`src/rtl/cap_disp_pkg.sv`:
```
package cap_disp_pkg;
   typedef enum logic [1:0] {
      DM_INCR    = 2'd0,
      DM_BINARY  = 2'd1,
      DM_BAR     = 2'd2,
      DM_BAR_ALT = 2'd3
   } disp_mode_e;

   localparam int unsigned NUM_SEG     = 5;
   localparam int unsigned MUX_PHASES  = 10;
   localparam int unsigned BANK_DUTY   = 30;
endpackage

```
`src/rtl/cap_level_map.sv`:
```
module cap_level_map
   import cap_disp_pkg::*;
#(
   parameter int unsigned PCT_W      = 7,
   parameter int unsigned FULL_SCALE = 100
) (
   input  disp_mode_e          mode,
   input  logic [PCT_W-1:0]    pct,
   output logic [NUM_SEG-1:0]  pattern
);
   localparam int unsigned T10 = FULL_SCALE * 1 / 10;
   localparam int unsigned T20 = FULL_SCALE * 2 / 10;
   localparam int unsigned T40 = FULL_SCALE * 4 / 10;
   localparam int unsigned T50 = FULL_SCALE * 5 / 10;
   localparam int unsigned T70 = FULL_SCALE * 7 / 10;
   localparam int unsigned T90 = FULL_SCALE * 9 / 10;

   logic [PCT_W-1:0]   lvl;
   logic [NUM_SEG-1:0] inc_pat;
   logic [NUM_SEG-1:0] bar_pat;
   logic [NUM_SEG-1:0] bin_pat;

   // clamp values above full scale
   assign lvl = (pct > PCT_W'(FULL_SCALE)) ? PCT_W'(FULL_SCALE) : pct;

   // bar style: cumulative steps every fifth of full scale
   for (genvar i = 0; i < NUM_SEG; i++) begin : g_bar
      if (i == 0) begin : g_base
         assign bar_pat[i] = 1'b1;
      end else begin : g_step
         assign bar_pat[i] = (lvl >= PCT_W'(FULL_SCALE * 2 * i / 10));
      end
   end

   // incremental style: one band per segment, top segment unused
   for (genvar i = 0; i < NUM_SEG; i++) begin : g_inc
      localparam int unsigned LO = (i == 1) ? T20 : (i == 2) ? T50 : T90;
      localparam int unsigned HI = (i == 1) ? T50 : (i == 2) ? T90 : FULL_SCALE + 1;
      if (i == 0) begin : g_low
         assign inc_pat[i] = (lvl < PCT_W'(T20));
      end else if (i < NUM_SEG - 1) begin : g_band
         assign inc_pat[i] = (lvl >= PCT_W'(LO)) && (lvl < PCT_W'(HI));
      end else begin : g_unused
         assign inc_pat[i] = 1'b0;
      end
   end

   // binary style: two-bit band code on segments 1 and 2
   assign bin_pat[0] = (lvl >= PCT_W'(T40));
   assign bin_pat[1] = (lvl >= PCT_W'(T70)) ||
                       ((lvl >= PCT_W'(T10)) && (lvl < PCT_W'(T40)));
   assign bin_pat[NUM_SEG-1:2] = '0;

   always_comb begin
      unique case (mode)
         DM_INCR:   pattern = inc_pat;
         DM_BINARY: pattern = bin_pat;
         default:   pattern = bar_pat;
      endcase
   end
endmodule

```
`src/rtl/cap_mux_timebase.sv`:
```
module cap_mux_timebase
   import cap_disp_pkg::*;
#(
   parameter int unsigned PHASE_CYC      = 33,
   parameter int unsigned BLINK_HALF_PER = 12
) (
   input  logic clk,
   input  logic rst_n,
   output logic bank_a_act,
   output logic bank_b_act,
   output logic blink_on
);
   localparam int unsigned SUB_W    = (PHASE_CYC > 1) ? $clog2(PHASE_CYC) : 1;
   localparam int unsigned PH_W     = $clog2(MUX_PHASES);
   localparam int unsigned BL_W     = (BLINK_HALF_PER > 1) ? $clog2(BLINK_HALF_PER) : 1;
   localparam int unsigned ON_PH    = MUX_PHASES * BANK_DUTY / 100;
   localparam int unsigned B_START  = MUX_PHASES / 2;

   logic [SUB_W-1:0] sub_q;
   logic [PH_W-1:0]  phase_q;
   logic [BL_W-1:0]  per_q;
   logic             blink_q;

   always_ff @(posedge clk or negedge rst_n) begin
      if (!rst_n) begin
         sub_q   <= '0;
         phase_q <= '0;
         per_q   <= '0;
         blink_q <= 1'b1;
      end else if (sub_q == SUB_W'(PHASE_CYC - 1)) begin
         sub_q <= '0;
         if (phase_q == PH_W'(MUX_PHASES - 1)) begin
            phase_q <= '0;
            if (per_q == BL_W'(BLINK_HALF_PER - 1)) begin
               per_q   <= '0;
               blink_q <= ~blink_q;
            end else begin
               per_q <= per_q + 1'b1;
            end
         end else begin
            phase_q <= phase_q + 1'b1;
         end
      end else begin
         sub_q <= sub_q + 1'b1;
      end
   end

   assign bank_a_act = (phase_q < PH_W'(ON_PH));
   assign bank_b_act = (phase_q >= PH_W'(B_START)) &&
                       (phase_q <  PH_W'(B_START + ON_PH));
   assign blink_on   = blink_q;
endmodule

```
`src/rtl/cap_window_timer.sv`:
```
module cap_window_timer #(
   parameter int unsigned SHORT_CYC = 132000,
   parameter int unsigned LONG_CYC  = 330000
) (
   input  logic clk,
   input  logic rst_n,
   input  logic start,
   input  logic long_sel,
   output logic open
);
   localparam int unsigned MAX_CYC = (LONG_CYC > SHORT_CYC) ? LONG_CYC : SHORT_CYC;
   localparam int unsigned CNT_W   = $clog2(MAX_CYC + 1);

   logic [CNT_W-1:0] rem_q;

   always_ff @(posedge clk or negedge rst_n) begin
      if (!rst_n) begin
         rem_q <= '0;
      end else if (start) begin
         rem_q <= long_sel ? CNT_W'(LONG_CYC) : CNT_W'(SHORT_CYC);
      end else if (rem_q != '0) begin
         rem_q <= rem_q - 1'b1;
      end
   end

   assign open = (rem_q != '0);
endmodule

```
`src/rtl/cap_led_gauge.sv`:
```
module cap_led_gauge
   import cap_disp_pkg::*;
#(
   parameter int unsigned PHASE_CYC      = 33,
   parameter int unsigned BLINK_HALF_PER = 12,
   parameter int unsigned WIN_SHORT_PER  = 400,
   parameter int unsigned WIN_LONG_PER   = 1000,
   parameter int unsigned PCT_W          = 7,
   parameter int unsigned FULL_SCALE     = 100
) (
   input  logic             clk,
   input  logic             rst_n,
   input  logic [1:0]       mode_sel,
   input  logic             disp_req_n,
   input  logic [PCT_W-1:0] pct,
   input  logic             low_warn,
   input  logic             low_final,
   output logic [4:0]       seg_on,
   output logic             led_com_en
);
   localparam int unsigned PERIOD_CYC = PHASE_CYC * MUX_PHASES;
   localparam int unsigned SHORT_CYC  = WIN_SHORT_PER * PERIOD_CYC;
   localparam int unsigned LONG_CYC   = WIN_LONG_PER * PERIOD_CYC;

   if (PHASE_CYC < 1) begin : g_bad_phase
      $error("PHASE_CYC must be at least 1");
   end
   if (BLINK_HALF_PER < 1) begin : g_bad_blink
      $error("BLINK_HALF_PER must be at least 1");
   end
   if (WIN_SHORT_PER < 1 || WIN_LONG_PER < 1) begin : g_bad_win
      $error("window lengths must be at least one period");
   end
   if (FULL_SCALE + 1 >= (1 << PCT_W)) begin : g_bad_scale
      $error("FULL_SCALE does not fit PCT_W");
   end

   disp_mode_e         mode_q;
   logic               cfg_valid;
   logic [NUM_SEG-1:0] level_pat;
   logic [NUM_SEG-1:0] shown_pat;
   logic [NUM_SEG-1:0] bank_mask;
   logic               bank_a, bank_b, blink_on, win_open;
   logic               blink_mode;

   // style is captured once, on the first edge after reset
   always_ff @(posedge clk or negedge rst_n) begin
      if (!rst_n) begin
         cfg_valid <= 1'b0;
         mode_q    <= DM_BAR;
      end else if (!cfg_valid) begin
         cfg_valid <= 1'b1;
         mode_q    <= disp_mode_e'(mode_sel);
      end
   end

   cap_level_map #(
      .PCT_W      (PCT_W),
      .FULL_SCALE (FULL_SCALE)
   ) i_level_map (
      .mode    (mode_q),
      .pct     (pct),
      .pattern (level_pat)
   );

   cap_mux_timebase #(
      .PHASE_CYC      (PHASE_CYC),
      .BLINK_HALF_PER (BLINK_HALF_PER)
   ) i_timebase (
      .clk        (clk),
      .rst_n      (rst_n),
      .bank_a_act (bank_a),
      .bank_b_act (bank_b),
      .blink_on   (blink_on)
   );

   cap_window_timer #(
      .SHORT_CYC (SHORT_CYC),
      .LONG_CYC  (LONG_CYC)
   ) i_window (
      .clk      (clk),
      .rst_n    (rst_n),
      .start    (cfg_valid && !disp_req_n),
      .long_sel (mode_q == DM_INCR),
      .open     (win_open)
   );

   for (genvar i = 0; i < NUM_SEG; i++) begin : g_bank
      if (i % 2 == 0) begin : g_odd_seg
         assign bank_mask[i] = bank_a;
      end else begin : g_even_seg
         assign bank_mask[i] = bank_b;
      end
   end

   assign blink_mode = (mode_q != DM_BINARY);

   // final flag blanks; warning flag replaces the pattern with segment 1 blink
   always_comb begin
      if (low_final) begin
         shown_pat = '0;
      end else if (low_warn && blink_mode) begin
         shown_pat    = '0;
         shown_pat[0] = blink_on;
      end else begin
         shown_pat = level_pat;
      end
   end

   assign seg_on     = win_open ? (shown_pat & bank_mask) : '0;
   assign led_com_en = win_open;
endmodule

```
`config.mk`:
```
export PLATFORM = sky130hd
export DESIGN_NAME = cap_led_gauge
export DESIGN_NICKNAME = d
export VERILOG_FILES = /design/src/rtl/cap_disp_pkg.sv /design/src/rtl/cap_level_map.sv /design/src/rtl/cap_mux_timebase.sv /design/src/rtl/cap_window_timer.sv /design/src/rtl/cap_led_gauge.sv
export SDC_FILE = /design/constraint.sdc
export NUM_CORES = 1
export LEC_CHECK = 0
export ABC_AREA = 1
export BUFFER_PORTS_ARGS = -buffer_cell sky130_fd_sc_hd__buf_2
export CAP_MARGIN = 20
export CORE_AREA = 2 2 83 85
export CTS_CLUSTER_DIAMETER = 50
export DETAILED_ROUTE_END_ITERATION = 6
export DIE_AREA = 0 0 85 87
export GPL_ROUTABILITY_DRIVEN = 0
export SKIP_CTS_REPAIR_TIMING = 1
export SLEW_MARGIN = 25
export SYNTH_ARGS = -nofsm -noshare
export SYNTH_HDL_FRONTEND = slang
export SYNTH_HIERARCHICAL = 1
export SYNTH_SLANG_ARGS = --single-unit
```
`constraint.sdc`:
```
create_clock -name clk -period 1.69 [get_ports clk]
set_input_delay 0 -clock clk [delete_from_list [all_inputs] [get_ports clk]]
set_output_delay 0 -clock clk [all_outputs]
set_load 0.05 [all_outputs]
```
======== Word-level counts from Yosys, hierarchy flattened ========
Index checks and enable logic that the tools add are counted.
storage, ports and cells
  bits of input ports ..................... 14
  bits in registers ....................... 37
  word-level logic and storage cells ...... 60
  output and inout port bits .............. 6
operators by class
  mux-type cells .......................... 11
  equality and inequality tests ........... 5
  magnitude comparators ................... 17
  add/sub/neg operators ................... 4
  bitwise operators ....................... 2
  reduce and logical (&&, ||, !) cells .... 14
operators by type and width
  kind                   count
  $mux 19                3
  $ge 7x6->1 const B     3
  $ge 7x7->1 const B     3
  $reduce_bool 19->1     1
  $sub 19x1->19 const B  1
  $mux 5                 3
  $lt 7x6->1 const B     2
  $lt 7x7->1 const B     2
  $pmux 5 s2             1
  $add 4x1->4 const B    2
  $eq 4x4->1 const B     2
  $mux 4                 2
  $ge 7x4->1 const B     1
  $ge 7x5->1 const B     1
  $gt 7x7->1 const B     1
  $logic_and 1x1->1      7
  $lt 7x5->1 const B     1
  $mux 7                 1
  $add 6x1->6 const B    1
  $eq 6x6->1 const B     1
  $mux 6                 1
  $and 5x5->5            1
  $ge 4x3->1 const B     1
  $lt 4x2->1 const B     1
  other kinds (10)       10

======== Logic depth before layout (Yosys ltp) ========
  word-level depth ........................ 10
  mapped depth ............................ 11

======== Cells and area by module ========
Netlist, hierarchy kept.
by module, submodules not included
  module            instances  area an instance (µm²)  sequential area each (µm²)  cells each
  cap_window_timer  1          1213.7                  475.5                       172
  cap_mux_timebase  1          838.3                   376.6                       99
  cap_level_map     1          262.8                   0.0                         58
  cap_led_gauge     1          206.4                   76.3                        32

======== Least setup slack after synthesis ========
No wires, ideal clock.
  kind .................................... flip-flop to output port
  from .................................... register i_window.rem_q[0]
  to ...................................... output port seg_on[0]
  path slack .............................. -0.456 ns
  buffers on the path ..................... 1
  cell stages (with the launch flop) ...... 11
  arrival ................................. 2.146 ns
  data required time ...................... 1.690 ns
  path through ............................ dfrtp_1 > inv_1 > ha_1 > clkbuf_2 > nand2_4 > nor2_4 > nand3_4 > nand3_1 > inv_1 > nand2_1 > nor2_1
on the way
  cells in the longest elaborated chain, start to end .. 2
ends and longest elaborated chain
  element                 line                    RTL
  from (decl)             cap_window_timer.sv:14  logic [CNT_W-1:0] rem_q;
  from (signal assigned)  cap_window_timer.sv:20  rem_q <= long_sel ? CNT_W'(LONG_CYC) : CNT_W'(SHORT_CYC);
  from (signal assigned)  cap_window_timer.sv:22  rem_q <= rem_q - 1'b1;
  $reduce_bool 19->1      cap_window_timer.sv:26  assign open = (rem_q != '0);
  net led_com_en          cap_led_gauge.sv:19     output logic led_com_en
  $mux 5                  cap_led_gauge.sv:110    assign seg_on = win_open ? (shown_pat & bank_mask) : '0;
  to (decl)               cap_led_gauge.sv:18     output logic [4:0] seg_on,
The timed path passes the listed nets, and every way through them passes these cells.

======== Worst setup path after layout ========
  from .................................... register i_window.rem_q[11]
  to ...................................... output port seg_on[0]
on the way
  cells in the longest elaborated chain, start to end .. 2
ends and longest elaborated chain
  element             line
  $reduce_bool 19->1  cap_window_timer.sv:26
  $mux 5              cap_led_gauge.sv:110
Every way passes these cells.

==> results.txt <==
The number of antenna diodes in the final layout is 0. Walking the worst path, the cells encountered are nor2_2, nand2_2, nor2_4, nand3_4, nand3_4, inv_2, nand2_2, nor2_4, buf_8. The register-to-register setup slack is ~0.13 ns. The number of core rows came out at 30.

Summed over all nets, the half-perimeter wirelength after detailed placement is roughly 4.3 mm. On the worst path, the slowest cell contributes a delay of between 0.4 and 0.5 ns. Combinational cells account for roughly 30% of the total power. Prior to clock tree synthesis, the placed netlist has a worst setup slack of about 0.048 ns. The final sum of negative setup slack came out at 0 ns. In the post-synthesis netlist, the biggest area contributors are dfrtp_1 35%, nand2_1 13%, nor2_1 9.1%. The startpoint identified for the worst register-to-register timing path is i_window/rem_q[11]$_DFFE_PN0P_. The clock passes through at most 2 buffers. The number of library cell types mapped by synthesis came out at 38. The total vias in the final route is around 2400. The number of max-slew violations in the final report came out at 0. The maximum level of the CTS H-tree came out at 2.

The top-level I/O count came out at 20. The first-pass iteration count of the detailed router came out at 5. In this run the most critical hold path is launched from disp_req_n. For this design the total switching power over the nets is slightly above 0.0009 W.

The cell taking the most area after synthesis is dfrtp_1. The core region area is approximately 6600 µm². The post-detailed-route via-to-cell ratio came out at 4.83. The flow ran to the end, and the final reports show no timing, DRC or antenna violations. After detailed routing, the number of remaining DRC violations is 0.

Clock latency on the worst-skew pair, taken at its later pin, is 0.29 ns. The minimum setup slack in the final design came out at between 0.0008 and 0.0009 ns. The minimum clock period is approximately 1.7 ns.

The clock tree from TritonCTS is yes. The remaining global-route overflow is 0. The number of sinks driven by the clock tree came out at 37. The initial core utilization is 38.4%. Summing the sequential cell areas from Yosys gives about 37% of the chip area.

The leakage power total came out at ~1.6 nW. The proportion of total power due to net switching came out at around a third. The sequential fraction of design power came out at 40.3%. The data arrival time of the worst path came out at 1.69 ns. Counting instances, the worst hold path has a depth of 5. By count the netlist is led by 89 x nand2_1, 61 x nor2_1, 55 x inv_1, 35 x dfrtp_1, 33 x nand3_1. The total of buffers placed on input and output ports came out at 19.

The placed instance count came out at roughly 470. The startpoint kind of the worst setup timing path is a register. The total track usage is approximately 17%.

Counting flops with an async set or reset pin after synthesis yields a share of between 90% and 100%. The layout has approximately 640 filler cells. The mean cell area of the mapped netlist is ~7 µm². Entering global routing, the biggest net connects 38 pins. The floorplan die height is 87 µm. The maximum resistive drop on vdd is 0.372 mV. From left edge to right edge, the die measures 85 µm. The cell area after synthesis came out at about 2500 µm². In this run the worst hold path is classified as input pin to register. Wires add up to 5.72 mm. The worst-case hold slack is 0.175 ns.

Clock-pin slew was measured on the worst setup and hold paths at ~0.08 ns. The most used flip-flop cell after synthesis is dfrtp_1. The library cell used as clock root buffer is clkbuf_8. Once layout is complete, the cells apart from fillers number ~490. The initial antenna violation count came out at 0.

The required time of the worst setup path is 1.69 ns. The number of maximum-capacitance violations came out at 0. The count of nets left with antenna violations after detail routing came out at 0. The global-route wire length before repair came out at between 9 and 10 mm. The count of warnings emitted by yosys is 6. The fraction of layout instances using a drive strength above 1 came out at between 20% and 30%. The number of DRC violations after detailed-routing iteration 0 came out at around 120. The final number of hold-violating endpoints came to 0.

The total clock buffers created by CTS came out at 5. The clock network accounts for roughly 30% of the total power. The power density of the placed cells came out at between 800 and 900 nW/µm². The achievable clock frequency came out at between 500 and 600 MHz. From synthesis to final layout, the design area changed by 23.8%. Of the available clock period, the critical path in the final layout requires between 90% and 100%. By instance count, the leading cell after synthesis is nand2_1. The internal power summed over all cells is 0.00182 W.

The net count after synthesis came out at between 300 and 400. The count of state elements after synthesis came out at 37. The endpoint identified for the worst register-to-register timing path is i_window/rem_q[0]$_DFFE_PN0P_. Setup repair after global routing could not meet its margin everywhere. The count of final setup violators came out at 0. The die covers 7400 µm².

The number of global-route vias before repair is approximately 2200. The number of instances in the synthesized netlist came out at 361. In the final routed layout, each cell accounts on average for between 10 and 15 µm.

The number of cells traversed by the worst register-to-register path came out at 8. The setup path with the least slack is of type register to output pin. Of all nets on the critical path, the largest fanout is 5. The number of flops mapped to enable cells by yosys is 0. The net count of the finished layout is 425. The share of the synthesized area in the top cell type is a little over a third. The worst-case clock skew is between 0.004 and 0.005 ns. For this design, the slowest cell found on the critical path is dfrtp_1.

The path with the worst hold slack has its endpoint at i_window/rem_q[8]$_DFFE_PN0P_. The total power draw is around 0.0028 W. STA classifies the critical path endpoint as an output pin.
final cells by class:
type                       instances  area [µm²]  share of cell area [%]
clock buffer                       6        82.6                    2.65
tap                               80         100                    3.21
sequential                        37         928                    29.8
multi-input combinational        263        1430                    45.7
inverter                          56         210                    6.74
clock inverter                     2        37.5                    1.20
timing repair buffer              44         337                    10.8
per-stage QoR:
stage	utilization, %	area, µm²
2_1_floorplan	-	2580
3_3_place_gp	43.3	2840
3_5_place_dp	43.3	2840
4_1_cts	45.1	2960
5_1_grt	47.5	3120
6_report	47.5	3120
power groups by stage:
stage          logic, W  registers [W]  clock network, W
4_1_cts        0.000752        0.00110          0.000848
3_5_place_dp   0.000745        0.00112                 0
6_report       0.000823        0.00111          0.000818
2_1_floorplan  0.000541        0.00110                 0
3_3_place_gp   0.000748        0.00112                 0
5_1_grt        0.000920        0.00112          0.000880
per-layer routing:
metal | vias up | global-route usage (%) | part of all wire, % | wire [µm]
li1 | 1225 | - | - | -
met1 | 1087 | 23.0 | 48 | 2750
met2 | 40 | 26.9 | 47 | 2690
met3 | 5 | 2.56 | 4.0 | 228
met4 | 0 | 4.76 | 0.91 | 52
met5 | - | 0 | 0 | 0
sequential cells by signal, summed over array words and instances, names as in the netlist:
name                 count
i_window/rem_q          19
i_timebase/sub_q         6
i_timebase/per_q         4
i_timebase/phase_q       4
mode_q                   2
cfg_valid                1
i_timebase/blink_on      1
cell usage in the layout, fill, tap and decap left out, types with 2 or more instances in the layout:
| master | synthesis | routed |
|---|---|---|
| nand4_1 | 12 | 12 |
| nand2_4 | 3 | 3 |
| nand3_1 | 33 | 32 |
| nor2_1 | 61 | 51 |
| o21ai_2 | 4 | 4 |
| buf_2 | 1 | 13 |
| or2_2 | 3 | 3 |
| nor2_2 | 3 | 9 |
| inv_1 | 55 | 49 |
| nand2_2 | 6 | 10 |
| dfstp_2 | 2 | 2 |
| or2_1 | 2 | 2 |
| buf_4 | 0 | 23 |
| ha_1 | 4 | 3 |
| nand3b_1 | 2 | 2 |
| nand2_1 | 89 | 85 |
| clkbuf_8 | 0 | 6 |
| xor2_1 | 3 | 3 |
| a21oi_1 | 4 | 4 |
| xnor2_1 | 3 | 3 |
| inv_2 | 1 | 7 |
| nand3_2 | 2 | 2 |
| o21ai_0 | 8 | 8 |
| dfrtp_1 | 35 | 35 |
| nor2_4 | 4 | 8 |
| o22ai_1 | 2 | 2 |
| nor3_1 | 2 | 2 |
| buf_6 | 2 | 3 |
| o21ai_1 | 3 | 3 |
| dlygate4sd3_1 | 0 | 3 |
| nand3_4 | 1 | 2 |
worst max path at each step:
stage                                               from   endpoint  slack [ns]  cells past startpoint
after floorplan            i_window/rem_q[0]$_DFFE_PN0P_  seg_on[1]      -0.005                      8
after global placement    i_window/rem_q[11]$_DFFE_PN0P_  seg_on[0]        0.08                      9
final                     i_window/rem_q[11]$_DFFE_PN0P_  seg_on[0]      0.0008                      9
after CTS                 i_window/rem_q[11]$_DFFE_PN0P_  seg_on[0]       -0.30                      9
after detailed placement  i_window/rem_q[11]$_DFFE_PN0P_  seg_on[0]        0.05                      9
after global routing       i_window/rem_q[0]$_DFFE_PN0P_  seg_on[0]       -0.11                     10
cells by family after synthesis:
logic type | after synthesis | synth area share (%)
AO/OA/AOI/OAI | 27 | 6.75
buffers and inverters | 61 | 9.83
AND/OR/NAND/NOR | 224 | 41.7
XOR/XNOR | 7 | 2.73
other | 1 | 0.149
flip-flops | 37 | 36.8
adder cells (fa/ha/maj) | 4 | 1.99
critical path, delay by kind of cell, from the launching register on:
kind                   cells  cell delay, ns
AND/OR/NAND/NOR            7            0.76
buffers and inverters      2            0.19
flip-flops                 1            0.44
Note: power is estimated with default switching activity, not from simulation.
